===== config.mk =====
export PLATFORM = sky130hd
export DESIGN_NAME = irq_router
export DESIGN_NICKNAME = d
export VERILOG_FILES = /design/src/rtl/irq_route_pkg.sv /design/src/rtl/irq_route_ctrl.sv /design/src/rtl/irq_route_dp.sv /design/src/rtl/irq_router.sv
export SDC_FILE = /design/constraint.sdc
export NUM_CORES = 1
export LEC_CHECK = 0
export BUFFER_PORTS_ARGS = -buffer_cell sky130_fd_sc_hd__clkbuf_2
export CAP_MARGIN = 20
export CORE_AREA = 4 4 168 170
export CTS_CLUSTER_DIAMETER = 120
export CTS_CLUSTER_SIZE = 16
export DETAILED_ROUTE_END_ITERATION = 7
export DIE_AREA = 0 0 172 174
export PLACE_DENSITY_LB_ADDON = 0.05
export SLEW_MARGIN = 30
export SYNTH_ARGS = -nofsm -noshare
export SYNTH_HDL_FRONTEND = slang
export SYNTH_SLANG_ARGS = --single-unit

===== constraint.sdc =====
create_clock -name clk -period 2.15 [get_ports clk]
set_clock_uncertainty 0.05 [all_clocks]
set_input_delay 0.3225 -clock clk [delete_from_list [all_inputs] [get_ports clk]]
set_output_delay 0.3225 -clock clk [all_outputs]
set_load 0.1 [all_outputs]

===== src/rtl/irq_route_pkg.sv =====
package irq_route_pkg;
  parameter int GROUP_W    = 16;
  parameter int NUM_GROUPS = 2;
  parameter int NUM_OUTS   = 4;
  parameter int ADDR_W     = 9;

  localparam int NUM_SRC   = GROUP_W * NUM_GROUPS;
  localparam int GRP_IDX_W = (NUM_GROUPS > 1) ? $clog2(NUM_GROUPS) : 1;
  localparam int OUT_IDX_W = (NUM_OUTS > 1) ? $clog2(NUM_OUTS) : 1;

  // address layout (byte offsets)
  localparam int KIND_STRIDE   = 'h10;
  localparam int GROUP_STRIDE  = 'h40;
  localparam int EN_BASE       = 'h100;
  localparam int EN_GRP_STRIDE = 'h10;
  localparam int EN_OUT_STRIDE = 'h20;

  typedef enum logic [2:0] {
    RD_NONE, RD_STATUS, RD_CLEAR, RD_EDGE, RD_POL, RD_ENABLE
  } rdKind_t;

  typedef struct packed {
    logic [NUM_GROUPS-1:0]          clrWr;
    logic [NUM_GROUPS-1:0]          edgeWr;
    logic [NUM_GROUPS-1:0]          polWr;
    logic [NUM_OUTS*NUM_GROUPS-1:0] enWr;   // index out*NUM_GROUPS+group
    rdKind_t                        rdKind;
    logic [GRP_IDX_W-1:0]           rdGroup;
    logic [OUT_IDX_W-1:0]           rdOut;
  } busStrobe_t;
endpackage


===== src/rtl/irq_route_ctrl.sv =====
module irq_route_ctrl
  import irq_route_pkg::*;
(
  input  logic [ADDR_W-1:0] regAddr,
  input  logic              regWrEn,
  output busStrobe_t        strb
);
  always_comb begin
    strb        = '0;
    strb.rdKind = RD_NONE;
    for (int g = 0; g < NUM_GROUPS; g++) begin
      if (regAddr == ADDR_W'(g*GROUP_STRIDE)) begin
        strb.rdKind  = RD_STATUS;
        strb.rdGroup = GRP_IDX_W'(g);
      end
      if (regAddr == ADDR_W'(KIND_STRIDE + g*GROUP_STRIDE)) begin
        strb.rdKind   = RD_CLEAR;
        strb.clrWr[g] = regWrEn;
      end
      if (regAddr == ADDR_W'(2*KIND_STRIDE + g*GROUP_STRIDE)) begin
        strb.rdKind    = RD_EDGE;
        strb.rdGroup   = GRP_IDX_W'(g);
        strb.edgeWr[g] = regWrEn;
      end
      if (regAddr == ADDR_W'(3*KIND_STRIDE + g*GROUP_STRIDE)) begin
        strb.rdKind   = RD_POL;
        strb.rdGroup  = GRP_IDX_W'(g);
        strb.polWr[g] = regWrEn;
      end
    end
    for (int n = 0; n < NUM_OUTS; n++) begin
      for (int g = 0; g < NUM_GROUPS; g++) begin
        if (regAddr == ADDR_W'(EN_BASE + g*EN_GRP_STRIDE + n*EN_OUT_STRIDE)) begin
          strb.rdKind                 = RD_ENABLE;
          strb.rdGroup                = GRP_IDX_W'(g);
          strb.rdOut                  = OUT_IDX_W'(n);
          strb.enWr[n*NUM_GROUPS + g] = regWrEn;
        end
      end
    end
  end
endmodule


===== src/rtl/irq_route_dp.sv =====
module irq_route_dp
  import irq_route_pkg::*;
(
  input  logic                              clk,
  input  logic                              rstN,
  input  logic [NUM_SRC-1:0]                irqIn,
  input  logic [GROUP_W-1:0]                wrData,
  input  busStrobe_t                        strb,
  output logic [GROUP_W-1:0]                rdData,
  output logic [NUM_OUTS-1:0]               irqOut,
  output logic [NUM_SRC-1:0]                pendAll,
  output logic [NUM_SRC-1:0]                edgeAll,
  output logic [NUM_OUTS-1:0][NUM_SRC-1:0]  enAll
);
  logic [NUM_SRC-1:0] sync1, sync2, sync3;
  logic [NUM_SRC-1:0] polAll, clrMask;
  logic [NUM_SRC-1:0] activeNow, activePrev, hit, pendNext;

  always_ff @(posedge clk) begin
    if (!rstN) begin
      sync1 <= '0;
      sync2 <= '0;
      sync3 <= '0;
    end else begin
      sync1 <= irqIn;
      sync2 <= sync1;
      sync3 <= sync2;
    end
  end

  for (genvar g = 0; g < NUM_GROUPS; g++) begin : gGroup
    always_ff @(posedge clk) begin
      if (!rstN) begin
        edgeAll[g*GROUP_W +: GROUP_W] <= '0;
        polAll[g*GROUP_W +: GROUP_W]  <= '0;
      end else begin
        if (strb.edgeWr[g]) edgeAll[g*GROUP_W +: GROUP_W] <= wrData;
        if (strb.polWr[g])  polAll[g*GROUP_W +: GROUP_W]  <= wrData;
      end
    end
    assign clrMask[g*GROUP_W +: GROUP_W] = strb.clrWr[g] ? wrData : '0;

    for (genvar n = 0; n < NUM_OUTS; n++) begin : gOut
      always_ff @(posedge clk) begin
        if (!rstN)
          enAll[n][g*GROUP_W +: GROUP_W] <= '0;
        else if (strb.enWr[n*NUM_GROUPS + g])
          enAll[n][g*GROUP_W +: GROUP_W] <= wrData;
      end
    end
  end

  // detection: a fresh event outranks a clear on the same edge
  assign activeNow  = sync2 ^ polAll;
  assign activePrev = sync3 ^ polAll;
  assign hit        = activeNow & ~activePrev;
  assign pendNext   = (edgeAll & (hit | (pendAll & ~clrMask))) | (~edgeAll & activeNow);

  always_ff @(posedge clk) begin
    if (!rstN) pendAll <= '0;
    else       pendAll <= pendNext;
  end

  always_comb begin
    for (int n = 0; n < NUM_OUTS; n++) irqOut[n] = |(pendAll & enAll[n]);
  end

  always_comb begin
    case (strb.rdKind)
      RD_STATUS: rdData = pendAll[strb.rdGroup*GROUP_W +: GROUP_W];
      RD_EDGE:   rdData = edgeAll[strb.rdGroup*GROUP_W +: GROUP_W];
      RD_POL:    rdData = polAll[strb.rdGroup*GROUP_W +: GROUP_W];
      RD_ENABLE: rdData = enAll[strb.rdOut][strb.rdGroup*GROUP_W +: GROUP_W];
      default:   rdData = '0;
    endcase
  end
endmodule


===== src/rtl/irq_router.sv =====
module irq_router
  import irq_route_pkg::*;
(
  input  logic                 clk,
  input  logic                 rstN,
  input  logic [NUM_SRC-1:0]   irqIn,
  input  logic [ADDR_W-1:0]    regAddr,
  input  logic                 regWrEn,
  input  logic [GROUP_W-1:0]   regWrData,
  output logic [GROUP_W-1:0]   regRdData,
  output logic [NUM_OUTS-1:0]  irqOut
);
  busStrobe_t                       strb;
  logic [NUM_SRC-1:0]               pendAll;
  logic [NUM_SRC-1:0]               edgeAll;
  logic [NUM_OUTS-1:0][NUM_SRC-1:0] enAll;

  irq_route_ctrl uCtrl (
    .regAddr (regAddr),
    .regWrEn (regWrEn),
    .strb    (strb)
  );

  irq_route_dp uDp (
    .clk     (clk),
    .rstN    (rstN),
    .irqIn   (irqIn),
    .wrData  (regWrData),
    .strb    (strb),
    .rdData  (regRdData),
    .irqOut  (irqOut),
    .pendAll (pendAll),
    .edgeAll (edgeAll),
    .enAll   (enAll)
  );
endmodule


==> reports/qor.yml, run 1 <==
r2r-end: "uDp.pendAll[22]"
htree_num_levels: 1
grt_pass1_vias: 12280
grt_pass1_wl_mm: 80.08
max-slew-margin-rel_pct: 57.93
final-max-slew-violation-count: 0
synth_xor_area_share_pct: 3.856
viasPerCell: 6.112
hold_path_class: "in2reg"
synthesis.area_um2: 14540
layout_commonest_cell: "dfxtp_1"
clockBufferDepth: 3
cts.sinks: 320
cts_tree: "done"
core_um2: 26730
via_count: 12950
endpoint: "irqOut[1]"
initial_core_util_pct: 54.40
die-area_um2: 29930
cp.required_ns: 1.78
worst_pin_slew_ns: 0.6310
synth_top_area_share_pct: 44.07
cp-startpoint: "uDp.pendAll[11]"
hold_viol: 0
regArea_um2: 6436
grtUsageTotal_pct: 35.66
synth_ff_type: "dfxtp_1"
clock-root-buffer: "clkbuf_16"
cts_made_buffers: 23
die_x_um: 172
synth-edff-count: 0
yosysSeqAreaShare_pct: 44.07
fillers: 2118
synth_cells: 1593
fin_area_um2: 18280
synth-simple-area-share_pct: 19.29
period_minus_slack_ns: 2.622
yosys_warnings: 0
end_kind: "output port"
synth_top_family_by_area: "compound AO/OA/AOI/OAI gates"
path_clk_slew_ns: 0.09
ys_ff_latch: 320
power.leakage_nw: 7.185
violations: "negative setup slack"
num_rows: 60
postRouteAntennaNets: 0
antenna_found_initial: 2
crit_chain: "a22o_1, a221oi_2, buf_4, nand3_2, or4_4, buf_12"
area_growth_pct: 25.76
cp_slowest_cell: "or4_4"
clkLatencyLatePin_ns: 0.53
synthTopCellsByArea: "dfxtp_1 (44%), nand2_1 (7.7%), mux2i_1 (6.1%)"
synth_compound_area_share_pct: 20.04
dpl_worst_slack_ns: -0.5235
synth.distinct_cells: 61
r2r_start: "uDp.pendAll[22]"
io-pin-count: 80
worstSetupPathType: "reg2out"
power.density_nw_per_um2: 595.4
stdcell_count: 2118
muxShareOfSynthArea_pct: 9.312
synth_area_leader_cell: "dfxtp_1"
async_flop_share_pct: 0
multiInputGateArea_um2: 8224
r2r_slack_ns: 0.97
arrival_ns: 2.25
place.gp.congestion: 1.044
dpl_cell_area_um2: 16820
layout.nets: 1837
cp-start-kind: "flop"
syn-num-nets: 1653
drt_wl_total_mm: 54.86
drc: 0
mostFrequentLayoutCells: "dfxtp_1 (306), nand2_1 (293), buf_4 (130), a21boi_0 (103), and2_1 (96)"
grt_overflow: 0
syn_area_per_cell_um2: 9.126
cpPeakStageDelay_ns: 0.52
rsz0062_at_grt: "true"
ff2ff_path_depth: 4
synthAdderAreaFrac_pct: 0
placed_cells: 2052
cp_max_fo: 3
grt_max_degree: 106
maxCapViolations: 0
hpwlAfterDp_mm: 39.62
worst_slack_ns: -0.4718
drtIter0Drc: 1560
setup_tns_ns: -8.579
ir_drop_mv: 0.6697
setup_viol: 20
status: "finished with violations"
wl_per_cell_um: 25.90
drive_gt1_share_pct: 24.04
io_buffers: 79
fp.dieH_um: 174
period_share_pct: 121.9
dr.pass1.iters: 5
max_freq_mhz: 381.4
power by group:
part	internal, mW	switching [mW]
clock network	1.90	2.03
logic	0.375	0.487
registers	6.01	0.0849
total	8.28	2.60
flip-flops by register name, summed over array words and instances, names as in the netlist:
register     count
uDp.edgeAll     32
uDp.sync1       32
uDp.sync3       32
uDp.sync2       32
uDp.enAll      128
uDp.pendAll     32
uDp.polAll      32
metal layers:
layer	track usage (%)	routed length, µm	vias up
li1	-	-	5917
met4	15.72	3407	2
met3	5.617	5089	175
met2	53.70	23720	687
met5	0	8	-
met1	50.50	22630	6165
repair_timing:
action                                  in CTS  in global routing
endpoints found under the setup margin      20                 20
gates cloned                                 2                  1
resized for setup                           61                 42
pin swaps                                   23                 35
endpoints found under the hold margin       32                  0
buffers inserted                             5                  1
hold buffers                                32                  0
through the flow:
| step | util, % | hold WS, ns | power [mW] |
|---|---|---|---|
| floorplan | - | 0.3557 | 6.610 |
| global placement | 62.95 | 0.3581 | 6.974 |
| detailed placement | 62.95 | 0.3663 | 6.984 |
| CTS | 67.59 | 0.1429 | 10.88 |
| global route | 68.41 | 0.1640 | 11.20 |
| finish | 68.41 | 0.1456 | 10.89 |
worst min-delay path by stage:
stage | start | to | slack [ns] | cells past startpoint
floorplan | uDp.sync1[9] | uDp.sync2[9] | 0.36 | 1
global placement | uDp.sync1[9] | uDp.sync2[9] | 0.36 | 1
detailed placement | uDp.sync1[9] | uDp.sync2[9] | 0.37 | 1
CTS | rstN | uDp.pendAll[17] | 0.14 | 2
global route | rstN | uDp.pendAll[17] | 0.16 | 2
finish | rstN | uDp.pendAll[17] | 0.15 | 2
final cells by class:
type	instances	share of cell area, %
multi-input cells	1154	44.98
clock buffers	23	3.148
clock inverters	1	0.04791
diodes	1	0.01369
well taps	341	2.334
repair buffers	276	14.23
inverters	2	0.04106
flip-flops and latches	320	35.20
cell usage after synthesis (3+ instances only):
| cell type | number |
|---|---|
| o22ai_1 | 8 |
| nor3_4 | 3 |
| nor3_1 | 3 |
| xor2_1 | 32 |
| or2_2 | 8 |
| dfxtp_1 | 320 |
| a221oi_1 | 31 |
| or3_1 | 8 |
| or4_1 | 4 |
| xnor2_1 | 32 |
| a21boi_1 | 9 |
| mux4_2 | 10 |
| a21boi_0 | 103 |
| nand2b_1 | 3 |
| nor2_1 | 12 |
| a22o_1 | 8 |
| a21o_1 | 14 |
| and2_1 | 96 |
| mux2i_1 | 88 |
| mux2_2 | 22 |
| nand4_1 | 9 |
| a31oi_1 | 17 |
| clkbuf_1 | 83 |
| buf_2 | 30 |
| a211o_1 | 9 |
| o21a_1 | 32 |
| nand3_1 | 14 |
| nand2_1 | 297 |
| o31ai_1 | 7 |
| a21oi_1 | 86 |
| nor2b_1 | 82 |
| nor4_2 | 3 |
| a22oi_1 | 74 |
critical path: cells and delay by family (launching register included):
kind / cells / cell delay, ns
and+or+nand+nor: 2 / 0.59
AOI/OAI and AO/OA: 2 / 0.39
buffers and inverters: 2 / 0.36
DFF: 1 / 0.37
cell families (layout without fill, tap and decap cells):
group           after synthesis  count (layout)
simple gates                558             559
mux                         120             120
compound gates              411             411
buf+inv                     120             302
flops                       320             320
other cells                   0               1
xor+xnor                     64              64
Power figures use the tool's default switching activity.
==> inputs of run 2 (changes only) <==
--- a/config.mk
+++ b/config.mk
@@ -7,11 +7,12 @@
 export LEC_CHECK = 0
 export BUFFER_PORTS_ARGS = -buffer_cell sky130_fd_sc_hd__clkbuf_2
 export CAP_MARGIN = 20
-export CORE_AREA = 4 4 168 170
+export CORE_AREA = 4 4 165 167
+export CTS_BUF_LIST = sky130_fd_sc_hd__clkbuf_8
 export CTS_CLUSTER_DIAMETER = 120
 export CTS_CLUSTER_SIZE = 16
 export DETAILED_ROUTE_END_ITERATION = 7
-export DIE_AREA = 0 0 172 174
+export DIE_AREA = 0 0 169 171
 export PLACE_DENSITY_LB_ADDON = 0.05
 export SLEW_MARGIN = 30
 export SYNTH_ARGS = -nofsm -noshare
==> reports/qor.yml, run 2 (synthesis gave the netlist of run 1 again) <==
status: "finished with violations"
violations: "negative setup slack"
power_frac_seq_pct: 62.0
top_register: "uDp.enAll"
netSwitchingPower_mw: 2.434
power.density_nw_per_um2: 538.5
dr.pass1.iters: 5
layout.nets: 1849
htree_num_levels: 1
maxCapViolations: 0
r2r_start: "uDp.pendAll[23]"
clkLatencyLatePin_ns: 0.57
diodes: 0
worst_slack_ns: -0.5440
grt_pass1_wl_mm: 80.45
r2r-end: "uDp.pendAll[23]"
drt_wl_total_mm: 54.61
viasPerCell: 6.208
mostFrequentLayoutCells: "dfxtp_1 (299), nand2_1 (288), buf_4 (138), a21boi_0 (103), and2_1 (96)"
hold_viol: 0
r2r_slack_ns: 0.87
hpwlAfterDp_mm: 39.12
power.share.combinational_pct: 9.4
clock-root-buffer: "clkbuf_8"
arrival_ns: 2.32
cp_max_fo: 2
period_minus_slack_ns: 2.694
ir_drop_mv: 0.5974
drc: 0
cts.sinks: 320
die_x_um: 169
setup_viol: 20
via_count: 13180
intPower_mw: 7.397
whs_path_depth: 2
period_share_pct: 125.3
rsz0062_at_grt: "true"
hold_path_class: "in2reg"
grtUsageTotal_pct: 36.94
initial_core_util_pct: 56.43
clockBufferDepth: 3
fp.dieH_um: 171
layout_commonest_cell: "dfxtp_1"
swShare_pct: 24.76
worst_pin_slew_ns: 0.5950
grt_max_degree: 61
cp-startpoint: "uDp.enAll[43]"
io_buffers: 79
core_um2: 25760
hold_end: "uDp.enAll[19]"
max_freq_mhz: 371.2
wl_per_cell_um: 25.72
antenna_found_initial: 1
power.leakage_nw: 7.153
cts_made_buffers: 23
drtIter0Drc: 1649
die-area_um2: 28900
p_total_mw: 9.831
place.gp.congestion: 1.027
path_clk_slew_ns: 0.11
grt_overflow: 0
end_kind: "output port"
max-slew-margin-rel_pct: 60.28
cts_tree: "done"
setup_tns_ns: -8.990
num_rows: 59
worstSetupPathType: "reg2out"
drive_gt1_share_pct: 25.22
largest_register_ffs: 128
postRouteAntennaNets: 0
cp.required_ns: 1.78
grt_pass1_vias: 12620
cp-start-kind: "flop"
hold_start: "rstN"
area_growth_pct: 25.59
io-pin-count: 80
final-max-slew-violation-count: 0
fin_util_pct: 70.87
pwr-share-clk_pct: 28.6
ff2ff_path_depth: 4
run 2: cell types whose count changed in the layout (fill, tap and decap cells not counted), sizes merged:
| cell | before | now |
|---|---|---|
| a211o | 9 | 10 |
| clkbuf | 80 | 77 |
| inv | 3 | 2 |
| diode | 1 | 0 |
| buf | 187 | 199 |
| bufbuf | 0 | 2 |
| clkinvlp | 0 | 1 |
run 2: worst max-delay path, stage by stage, from the launching register on:
cell and delay [ns]:
dfxtp_1 0.33, a22o_1 0.26, a221oi_2 0.19, buf_4 0.16, nand3_2 0.07, or4_4 0.53, buf_12 0.19
run 2: cell type report:
cell class,instances,area (µm²)
inverters,2,7.507
clock buffers,23,316.6
fillers,1987,7506
well taps,335,419.2
flip-flops and latches,320,6445
clock inverters,1,7.507
multi-input cells,1155,8285
repair buffers,287,2776
run 2: how the worst max path moves through the flow:
stage | to | slack [ns] | cells past startpoint
after floorplan | regRdData[11] | -0.69 | 7
after global placement | regRdData[10] | -0.49 | 7
after detailed placement | regRdData[3] | -0.51 | 8
after CTS | irqOut[1] | -0.54 | 6
after global routing | irqOut[1] | -0.58 | 6
final | irqOut[1] | -0.54 | 6
run 2: metal layers:
metal  wire [µm]  GRT usage (%)
met5          13              0
met1       22000          49.88
met4        3304          18.10
met3        5533          7.509
met2       23760          56.86
run 2: through the flow:
stage	hold WS [ns]	cells	cell area, µm²	setup WS (ns)
floorplan	0.3557	1593	14800	-0.6914
global placement	0.3599	2045	16780	-0.4882
detailed placement	0.3684	2045	16780	-0.5116
CTS	0.1058	2113	17990	-0.5433
global route	0.1374	2123	18260	-0.5766
finish	0.1494	2123	18260	-0.5440
run 2: repair_timing:
| item | 4_1_cts | 5_1_grt |
|---|---|---|
| endpoints found under the hold margin | 32 | 0 |
| gates resized for setup | 90 | 48 |
| hold buffers | 32 | 0 |
| setup buffers | 8 | 9 |
| pin swaps | 41 | 33 |
| cloned | 4 | 1 |
| setup endpoints to repair | 20 | 20 |
run 2: power by group through the flow:
stage	logic (mW)	registers [mW]	clock network, mW
2_1_floorplan	0.418	6.19	0
5_1_grt	0.964	6.10	3.04
3_5_place_dp	0.760	6.23	0
4_1_cts	0.869	6.09	2.85
6_report	0.922	6.09	2.81
3_3_place_gp	0.753	6.23	0
==> inputs of run 3 (changes only) <==
--- a/config.mk
+++ b/config.mk
@@ -7,12 +7,12 @@
 export LEC_CHECK = 0
 export BUFFER_PORTS_ARGS = -buffer_cell sky130_fd_sc_hd__clkbuf_2
 export CAP_MARGIN = 20
-export CORE_AREA = 4 4 165 167
+export CORE_AREA = 4 4 190 146
 export CTS_BUF_LIST = sky130_fd_sc_hd__clkbuf_8
 export CTS_CLUSTER_DIAMETER = 120
 export CTS_CLUSTER_SIZE = 16
 export DETAILED_ROUTE_END_ITERATION = 7
-export DIE_AREA = 0 0 169 171
+export DIE_AREA = 0 0 194 150
 export PLACE_DENSITY_LB_ADDON = 0.05
 export SLEW_MARGIN = 30
 export SYNTH_ARGS = -nofsm -noshare
==> reports/qor.yml, run 3 (synthesis gave the netlist of run 1 again) <==
grt_overflow: 0
rsz0062_at_grt: "true"
wl_per_cell_um: 26.34
arrival_ns: 2.39
place.gp.congestion: 0.9936
cts_tree: "done"
die_x_um: 194
drtIter0Drc: 1569
grt_pass1_wl_mm: 82.50
layout.nets: 1856
dpl_worst_slack_ns: -0.6074
worst_pin_slew_ns: 0.6792
cp_max_fo: 2
cp_slowest_cell: "or4_4"
worst_slack_ns: -0.6115
period_share_pct: 128.4
cts.sinks: 320
layout_commonest_cell: "dfxtp_1"
max-slew-margin-rel_pct: 54.66
p_total_mw: 9.892
dr.pass1.iters: 5
hold_path_class: "in2reg"
area_growth_pct: 26.41
cpPeakStageDelay_ns: 0.47
initial_core_util_pct: 56.39
path_delay_family: "simple AND/OR/NAND/NOR gates"
htree_num_levels: 1
io-pin-count: 80
end_kind: "output port"
period_minus_slack_ns: 2.762
grt_max_degree: 68
cts_made_buffers: 23
crit_chain: "a22o_1, a221oi_2, buf_4, nand3_2, or4_4, buf_12"
power.leakage_nw: 7.230
fillers: 1967
clkLatencyLatePin_ns: 0.60
crit_buf_inv: 2
diodes: 0
grtUsageTotal_pct: 37.79
ir_drop_mv: 0.6970
grt_pass1_vias: 12630
mostFrequentLayoutCells: "dfxtp_1 (291), nand2_1 (287), buf_4 (138), a21boi_0 (103), and2_1 (96)"
die-area_um2: 29100
clock-root-buffer: "clkbuf_8"
cp-start-kind: "flop"
antenna_found_initial: 0
drt_wl_total_mm: 56.35
final-max-slew-violation-count: 0
core_um2: 25780
viasPerCell: 6.211
top_register: "uDp.enAll"
path_clk_slew_ns: 0.12
worstSetupPathType: "reg2out"
postRouteAntennaNets: 0
fp.dieH_um: 150
hold_viol: 0
maxCapViolations: 0
max_freq_mhz: 362.1
clockBufferDepth: 3
violations: "negative setup slack"
power.density_nw_per_um2: 538.2
hpwlAfterDp_mm: 40.77
io_buffers: 79
drive_gt1_share_pct: 26.52
num_rows: 51
status: "finished with violations"
cp.required_ns: 1.78
drc: 0
largest_register_ffs: 128
setup_viol: 20
via_count: 13290
[run 3: final timing paths]
kind                   start         endpoint  slack [ns]  cells past startpoint
max reg2reg  uDp.pendAll[25]  uDp.pendAll[25]        0.90                      4
max           uDp.pendAll[5]        irqOut[1]       -0.61                      6
min reg2reg    uDp.sync1[31]    uDp.sync2[31]        0.39                      1
min                     rstN  uDp.pendAll[24]        0.03                      2
[run 3: what timing repair did]
action / CTS / global route
setup buffers: 6 / 7
endpoints found under the hold margin: 32 / 0
gates cloned: 4 / 0
resized for setup: 86 / 65
pin swaps: 31 / 39
endpoints found under the setup margin: 20 / 20
hold buffers: 32 / 0
[run 3: layout make-up]
type,count,area (µm²),share of cell area [%]
repair buffers,294,2823,15.36
multi-input cells,1155,8338,45.37
clock buffers,23,316.6,1.722
flip-flops and latches,320,6455,35.12
clock inverters,1,7.507,0.04085
inverters,2,7.507,0.04085
well taps,344,430.4,2.342
[run 3: worst reg2reg max path, delay by kind of cell, from the launching register on]
kind                   cells  cell delay, ns
flip-flops                 1            0.65
AND/OR/NAND/NOR            1            0.05
AO/OA/AOI/OAI              2            0.24
buffers and inverters      1            0.20
[run 3: through the flow]
| stage | area, µm² | instances | util (%) | hold WS (ns) | TNS, ns |
|---|---|---|---|---|---|
| after floorplan | 14800 | 1593 | - | 0.3557 | -8.111 |
| after detailed placement | 16960 | 2067 | 65.77 | 0.3679 | -22.23 |
| final | 18380 | 2139 | 71.29 | 0.03150 | -9.493 |
| after global routing | 18380 | 2139 | 71.29 | 0.03473 | -10.08 |
| after CTS | 18060 | 2132 | 70.06 | 0.01218 | -8.736 |
| after global placement | 16960 | 2067 | 65.77 | 0.3638 | -22.25 |
[run 3: metal layers]
metal	part of all wire (%)	up-vias	global-route usage, %	routed length (µm)
met4	4.3	0	13.07	2400
met1	42	6369	52.53	23490
li1	-	5972	-	-
met3	12	163	10.98	6735
met2	42	781	56.62	23720
met5	0	-	0	0
[run 3: report_power, final]
group          switching [mW]  internal (mW)
sequential             0.0812           6.01
clock                    1.91          0.969
combinational           0.514          0.406
total                    2.51           7.39
